$ cat config.mk
export PLATFORM = sky130hd
export DESIGN_NAME = div5_event_counter
export DESIGN_NICKNAME = d
export VERILOG_FILES = /design/src/rtl/evt_div5_pkg.sv /design/src/rtl/evt_rise_sync.sv /design/src/rtl/mod_quot_counter.sv /design/src/rtl/div5_event_counter.sv
export SDC_FILE = /design/constraint.sdc
export NUM_CORES = 1
export LEC_CHECK = 0
export CAP_MARGIN = 0
export CORE_AREA = 2 2 39 41
export CTS_CLUSTER_SIZE = 10
export DETAILED_ROUTE_END_ITERATION = 10
export DIE_AREA = 0 0 41 43
export HOLD_SLACK_MARGIN = 0.12
export REMOVE_ABC_BUFFERS = 1
export SLEW_MARGIN = 0
export SYNTH_ARGS = -nofsm -noshare
export SYNTH_HDL_FRONTEND = slang
export SYNTH_SLANG_ARGS = --single-unit
export TNS_END_PERCENT = 5
$ cat constraint.sdc
create_clock -name clk -period 1.4 [get_ports clk]
set_input_delay 0.28 -clock clk [delete_from_list [all_inputs] [get_ports clk]]
set_output_delay 0.28 -clock clk [all_outputs]
set_load 0.02 [all_outputs]
$ cat src/rtl/evt_div5_pkg.sv
package evt_div5_pkg;

    parameter int unsigned MODULUS     = 5;
    parameter int unsigned REM_W       = $clog2(MODULUS);
    parameter int unsigned QUO_W       = 4;
    parameter int unsigned SYNC_STAGES = 2;

    typedef logic [REM_W-1:0] rem_t;
    typedef logic [QUO_W-1:0] quo_t;

    // Remainder in the low bits, quotient above it
    typedef struct packed {
        quo_t quo;
        rem_t rem;
    } tally_t;

    localparam rem_t REM_LAST = rem_t'(MODULUS - 1);

    // One counted event applied to the split total
    function automatic tally_t tally_advance(tally_t cur);
        tally_t nxt;
        if (cur.rem == REM_LAST) begin
            nxt.rem = '0;
            nxt.quo = cur.quo + quo_t'(1);
        end else begin
            nxt.rem = cur.rem + rem_t'(1);
            nxt.quo = cur.quo;
        end
        return nxt;
    endfunction

endpackage

$ cat src/rtl/evt_rise_sync.sv
module evt_rise_sync #(
    parameter int unsigned STAGES = 2
) (
    input  logic clk,
    input  logic rst,
    input  logic async_in,
    output logic rise_o
);
    logic [STAGES-1:0] chain;
    logic              last_q;

    always_ff @(posedge clk) begin
        if (rst) begin
            chain  <= '0;
            last_q <= 1'b0;
        end else begin
            chain[0] <= async_in;
            for (int i = 1; i < STAGES; i++) begin
                chain[i] <= chain[i-1];
            end
            last_q <= chain[STAGES-1];
        end
    end

    assign rise_o = chain[STAGES-1] & ~last_q;


    single_step_chk: assert property (@(posedge clk) disable iff (rst)
        rise_o |=> !rise_o);

endmodule

$ cat src/rtl/mod_quot_counter.sv
module mod_quot_counter
    import evt_div5_pkg::*;
(
    input  logic   clk,
    input  logic   rst,
    input  logic   clr,
    input  logic   step,
    output tally_t tally_o
);
    tally_t tally_q;

    always_ff @(posedge clk) begin
        if (rst || clr) begin
            tally_q <= '0;
        end else if (step) begin
            tally_q <= tally_advance(tally_q);
        end
    end

    assign tally_o = tally_q;


    rem_range_chk: assert property (@(posedge clk) disable iff (rst)
        tally_q.rem <= REM_LAST);


    rem_step_chk: assert property (@(posedge clk) disable iff (rst)
        (!clr && step && tally_q.rem != REM_LAST) |=>
            (tally_q.rem == $past(tally_q.rem) + rem_t'(1)) && $stable(tally_q.quo));


    rem_wrap_chk: assert property (@(posedge clk) disable iff (rst)
        (!clr && step && tally_q.rem == REM_LAST) |=>
            (tally_q.rem == '0) && (tally_q.quo == $past(tally_q.quo) + quo_t'(1)));


    clear_zero_chk: assert property (@(posedge clk) disable iff (rst)
        clr |=> (tally_q == '0));


    clear_wins_chk: assert property (@(posedge clk) disable iff (rst)
        (clr && step) |=> (tally_q.rem == '0) && (tally_q.quo == '0));


    hold_chk: assert property (@(posedge clk) disable iff (rst)
        (!clr && !step) |=> $stable(tally_q));

endmodule

$ cat src/rtl/div5_event_counter.sv
module div5_event_counter
    import evt_div5_pkg::*;
(
    input  logic             clk,
    input  logic             rst,
    input  logic             clr,
    input  logic             evt_in,
    output logic [REM_W-1:0] rem_o,
    output logic [QUO_W-1:0] quo_o
);
    logic   step;
    tally_t tally;

    evt_rise_sync #(.STAGES(SYNC_STAGES)) u_sync (
        .clk      (clk),
        .rst      (rst),
        .async_in (evt_in),
        .rise_o   (step)
    );

    mod_quot_counter u_count (
        .clk     (clk),
        .rst     (rst),
        .clr     (clr),
        .step    (step),
        .tally_o (tally)
    );

    assign rem_o = tally.rem;
    assign quo_o = tally.quo;

endmodule

==> run metrics, run 1 <==
Worst Setup Path Type=reg2reg; total count of max-transition violations in the final report=0; initial core utilization=31.37%; top cells by area in the synthesized netlist=dfxtp_1, ha_1, nand4b_4; I/O pin total=11; global placement routability congestion=0.6510; Yosys cell types=19; combined global-route utilization of all metal layers=10.70%; full die area=1763 um^2; share of final-layout standard cells stronger than drive strength 1=18.03%; Adder-Cell Fraction of Synth Area=8.646%; peak ir drop on the vdd network=0.4212 mV; first-pass GRT wire length=1138 um; type of the most critical hold path=reg2reg; Vias per Instance=4.351; total number of vias=335; DR DRC count=0; Cell Rows=14; Root Driver=clkbuf_4; Final Hold Fails=0; count of antenna-violating nets left after detailed routing=0; Post-CTS Hold Buffers=0; fraction of the yosys area taken by sequential cells=46.11%; Min Hold Slack=435.8 ps; htree depth=1; final routed wirelength across all metal layers=694 um; static leakage=0.3262 nW; leading cell type in the layout, fill and taps excluded=dfxtp_1; max frequency=758.7 MHz; max-capacitance violation count=0; Avg WL per Cell=9.013 um; startpoint kind of the worst setup timing path=flip-flop; synthesized-area fraction occupied by ao, oa, aoi and oai cells=6.916%; Iteration-0 DRC Markers=0; WP data arrival=1530 ps; proportion of netlist area held by the largest area contributor=46.11%; maximum fanout encountered on the critical timing path=7; most area-hungry cell type in the Yosys netlist=dfxtp_1; final global-route overflow total=0; status=finished, final reports clean; floorplan die height=43 um; maximum clock insertion buffer count=2; crit path capture type=flip-flop; worst-case headroom to the max-slew limit=86.34%; Port Buffers=10; post-synthesis simple-gate area fraction=26.22%; CTS tree=yes; setup repair after global routing missed its margin=no; transition time at the pin with the least slew margin=205.7 ps; mux share of post-synthesis cell area=4.611%; final critical path time including I/O delays and setup=1318 ps; antenna violations before repair=0; leading cell types in the layout, fill and taps excluded=dfxtp_1, dlygate4sd2_1, nor2_1; dpl cell area=573.1 um^2; Avg Cell Area, Syn=9.867 um^2; Fin Clk Skew=3.106 ps; diode insertion count for antenna repair=0; clock-pin slew reported for the worst setup and hold paths after clock tree synthesis=70 ps; post-route setup TNS=0 ps; number of sinks handled by clock tree synthesis=10; Final Power=0.5881 mW; length of the first detailed-routing pass in iterations=1; clock latency on the worst-skew pair=270 ps; data required time of the worst path=1610 ps; number of storage elements in the synthesis netlist=10; Post-Synthesis Cells=44; core outline area=1384 um^2; fin crit share=94.15%; power density relative to cell area=963.2 nW/um^2; synth warn=0; finished layout cell area=610.6 um^2; Mapped Area=434.2 um^2; area added between synthesis and finish=40.63%; Inserted Clock Buffers=3; number of global-route vias before repair=288; combinational family with the most area after synthesis=simple AND/OR/NAND/NOR gates; fraction of synthesized cell area in xor and xnor cells=4.035%; Net count, final=69; Die Span X=41 um; # setup viols final=0; maximum number of pins on one net before global-route repair=8
-- per-stage QoR --
step,worst slack [ps],cells,utilization [%]
global placement,100.1,72,41.41
global route,4.419,77,44.12
finish,81.95,77,44.12
CTS,45.52,76,43.40
detailed placement,65.90,72,41.41
floorplan,38.99,43,-
-- report_power, final --
part | switching, mW | leakage, nW | internal, mW | total (mW)
Sequential | 0.00278 | 0.0811 | 0.288 | 0.291
Combinational | 0.0111 | 0.224 | 0.0177 | 0.0288
Clock | 0.110 | 0.0210 | 0.158 | 0.268
Total | 0.124 | 0.326 | 0.464 | 0.588
-- kinds of logic (layout without fill, tap and decap cells) --
family / after synthesis / after routing
compound gates: 6 / 6
xor+xnor: 2 / 2
fa+ha+maj: 3 / 3
buf+inv: 4 / 21
flops: 10 / 10
mux: 2 / 2
simple gates: 17 / 17
-- cells in the mapped netlist, drive strengths merged --
| cell | instances |
|---|---|
| nand4b | 1 |
| or2 | 1 |
| mux2i | 2 |
| and2b | 1 |
| o21ai | 3 |
| dfxtp | 10 |
| or3 | 2 |
| xnor2 | 1 |
| nand3 | 1 |
| clkbuf | 1 |
| or2b | 1 |
| and3 | 1 |
| a21oi | 3 |
| ha | 3 |
| nor2 | 5 |
| inv | 3 |
| nand3b | 1 |
| nor2b | 3 |
| xor2 | 1 |
-- critical path, stage by stage, from the launching register on --
cell and delay, ps:
dfxtp_1 320, inv_1 90, ha_2 210, nand4b_4 130, or3_1 360, a21oi_1 130
-- layer usage --
layer  share of wire [%]  GRT usage, %  vias to the layer above
met2                  42         11.88                        9
met3                 5.6         4.712                        5
li1                    -             -                      182
met1                  47         13.40                      139
met5                   0             0                        -
met4                 5.6         12.00                        0
-- path summary, 6_finish.rpt --
kind | cells past startpoint | start | slack [ps] | endpoint
max | 5 | u_count.tally_o[0]$_SDFFE_PP0P_ | 80 | u_count.tally_o[6]$_SDFFE_PP0P_
min | 1 | u_sync.chain[0]$_SDFF_PP0_ | 440 | u_sync.chain[1]$_SDFF_PP0_
max reg2reg | 5 | u_count.tally_o[0]$_SDFFE_PP0P_ | 80 | u_count.tally_o[6]$_SDFFE_PP0P_
min reg2reg | 1 | u_sync.chain[0]$_SDFF_PP0_ | 440 | u_sync.chain[1]$_SDFF_PP0_
-- area by class of cell --
cell class | instances | area, um^2
multi-input cells | 30 | 221.5
repair buffers | 14 | 121.4
inverters | 3 | 11.26
well taps | 16 | 20.02
fillers | 146 | 773.2
clock buffers | 4 | 36.28
flip-flops and latches | 10 | 200.2
-- flip-flops by register name, summed over array words and instances (netlist names) --
register	flops
u_count.tally_o	7
u_sync.chain	2
u_sync.last_q	1
-- timing repair --
item                                    4_1_cts  5_1_grt
endpoints found under the setup margin        7        1
gates cloned                                  0        0
buffers inserted                              0        1
resized for setup                             7        1
Power figures use the tool's default switching activity.
==> run 2: changes to the inputs <==
--- a/config.mk
+++ b/config.mk
@@ -10,6 +10,7 @@
 export CTS_CLUSTER_SIZE = 10
 export DETAILED_ROUTE_END_ITERATION = 10
 export DIE_AREA = 0 0 41 43
+export GPL_TIMING_DRIVEN = 0
 export HOLD_SLACK_MARGIN = 0.12
 export REMOVE_ABC_BUFFERS = 1
 export SLEW_MARGIN = 0
==> run 2 against run 1 <==
Compared with the run above:
- final area shrank 0.61%
- power decreased by 0.36%
- sequential cell count unchanged
- critical path type is now reg2out
==> run metrics, run 2 (same netlist as run 1, synthesis figures left out) <==
status=finished, final reports clean; length of the first detailed-routing pass in iterations=2 (+1); final critical path time including I/O delays and setup=1300 ps (-18.11 ps); type of the most critical hold path=reg2reg; worst-path cell chain=dlygate4sd2_1; WP data arrival=1020 ps (-510 ps); max-capacitance violation count=0 (unchanged); maximum number of pins on one net before global-route repair=8 (unchanged); Avg WL per Cell=10.07 um (+12%); slowest stage delay, CP=400 ps (+40 ps); Post-CTS Hold Buffers=0 (unchanged); transition time at the pin with the least slew margin=189.3 ps (-16.40 ps); Final Power=0.5860 mW (-0.36%); leading cell types in the layout, fill and taps excluded=dfxtp_1, dlygate4sd2_1, nor2_1; Net count, final=66 (-4.3%); Root Driver=clkbuf_4; diode insertion count for antenna repair=0 (unchanged); dpl cell area=550.5 um^2 (-3.9%); Cell Rows=14 (unchanged); final global-route overflow total=0 (unchanged); fraction of power consumed by sequential logic=49.7% (+0.2 points); combined global-route utilization of all metal layers=11.21% (+0.52 points); Critical path origin=u_count.tally_o[2]$_SDFFE_PP0P_; post-route setup TNS=0 ps (unchanged); CTS tree=yes; final HPWL from detailed placement=499.9 um; leading cell type in the layout, fill and taps excluded=dfxtp_1; maximum fanout encountered on the critical timing path=4 (-3); full die area=1763 um^2 (unchanged); I/O pin total=11 (unchanged); share of final-layout standard cells stronger than drive strength 1=17.24% (-0.79 points); power density relative to cell area=965.7 nW/um^2 (+0.25%); final core utilization=43.85% (-0.27 points); Worst Setup Path Type=reg2out; clock-pin slew reported for the worst setup and hold paths after clock tree synthesis=70 ps (about the same); DR DRC count=0 (unchanged); switching power as a share of total power=20.93% (-0.11 points); Port Buffers=10 (unchanged); floorplan die height=43 um (unchanged); startpoint kind of the worst setup timing path=flip-flop; htree depth=1 (unchanged); Inserted Clock Buffers=3 (unchanged); Buf/Inv on CP=1 (unchanged); library cell contributing the largest single delay on the critical path=dfxtp_1; global placement routability congestion=0.6856 (+5.3%); Vias per Instance=4.514 (+3.7%); Die Span X=41 um (unchanged); Final Hold Fails=0 (unchanged); Hold Crit Start=u_sync.chain[0]$_SDFF_PP0_; switching pwr=0.1227 mW (-0.90%); antenna violations before repair=0 (unchanged); # setup viols final=0 (unchanged); peak ir drop on the vdd network=0.4063 mV (-3.5%); crit path capture type=output port; data required time of the worst path=1120 ps (-490 ps); Internal Dissipation=0.4633 mW (-0.22%); number of global-route vias before repair=309 (+7.3%); combinational share of power=4.8% (about the same); initial core utilization=31.37% (unchanged); total number of vias=334 (-0.30%); max frequency=769.3 MHz (+1.4%); number of sinks handled by clock tree synthesis=10 (unchanged); static leakage=0.3145 nW (-3.6%); total count of max-transition violations in the final report=0 (unchanged); worst-case headroom to the max-slew limit=87.25% (+0.91 points); Crit path max-delay family=flip-flops; maximum clock insertion buffer count=2 (unchanged); finished layout cell area=606.8 um^2 (-0.61%); proportion of power drawn by the clock network=45.5% (about the same); Crit Reg-Reg Startpoint=u_count.tally_o[0]$_SDFFE_PP0P_; Iteration-0 DRC Markers=3 (+3); core outline area=1384 um^2 (unchanged); count of antenna-violating nets left after detailed routing=0 (unchanged); Fin Clk Skew=0.6790 ps (-2.427 ps); fin crit share=92.85% (-1.3 points); setup repair after global routing missed its margin=no; final routed wirelength across all metal layers=745 um (+7.3%); area added between synthesis and finish=39.77%; Min Hold Slack=441.0 ps (+5.223 ps); first-pass GRT wire length=1207 um (+6.1%); Largest register FFs=7 (unchanged); clock latency on the worst-skew pair=270 ps (about the same)
[run 2: cell count changes in the layout (fill, tap and decap cells not counted)]
cell,delta
a21oi_1,-1
ha_4,+1
or3_1,-1
or3_4,+1
ha_2,-1
buf_4,-3
a21oi_2,+1
[run 2: worst paths after layout]
check	endpoint	slack [ps]	cells past startpoint
worst max-delay path	rem_o[2]	100	1
worst max register to register	u_count.tally_o[6]$_SDFFE_PP0P_	100	5
worst min-delay path	u_sync.chain[1]$_SDFF_PP0_	440	1
worst min register to register	u_sync.chain[1]$_SDFF_PP0_	440	1
[run 2: layout make-up]
type | count | area (um^2)
fillers | 140 | 777.0
multi-input cells | 30 | 240.2
flip-flops and latches | 10 | 200.2
repair buffers | 11 | 98.84
clock buffers | 4 | 36.28
well taps | 16 | 20.02
inverters | 3 | 11.26
[run 2: what timing repair did]
action                     4_1_cts  5_1_grt
gates resized for setup          7        4
buffers inserted                 0        1
pin swaps                        0        1
setup endpoints to repair        7        2
[run 2: through the flow]
stage	std cells	setup WS, ps
CTS	73	35.44
global route	74	13.53
global placement	69	69.29
floorplan	43	38.99
finish	74	100.1
detailed placement	69	45.12
[run 2: power groups by stage]
| stage | combinational, mW | sequential (mW) | clock, mW |
|---|---|---|---|
| floorplan | 0.0131 | 0.298 | 0 |
| global placement | 0.0275 | 0.298 | 0 |
| detailed placement | 0.0276 | 0.298 | 0 |
| CTS | 0.0271 | 0.291 | 0.278 |
| global route | 0.0318 | 0.292 | 0.284 |
| finish | 0.0284 | 0.291 | 0.266 |
[run 2: layer usage]
metal,global-route usage [%],vias to the layer above,wire length [um]
met5,0,-,0
li1,-,175,-
met4,14.00,0,46
met2,13.44,9,312
met1,13.44,145,350
met3,3.141,5,36
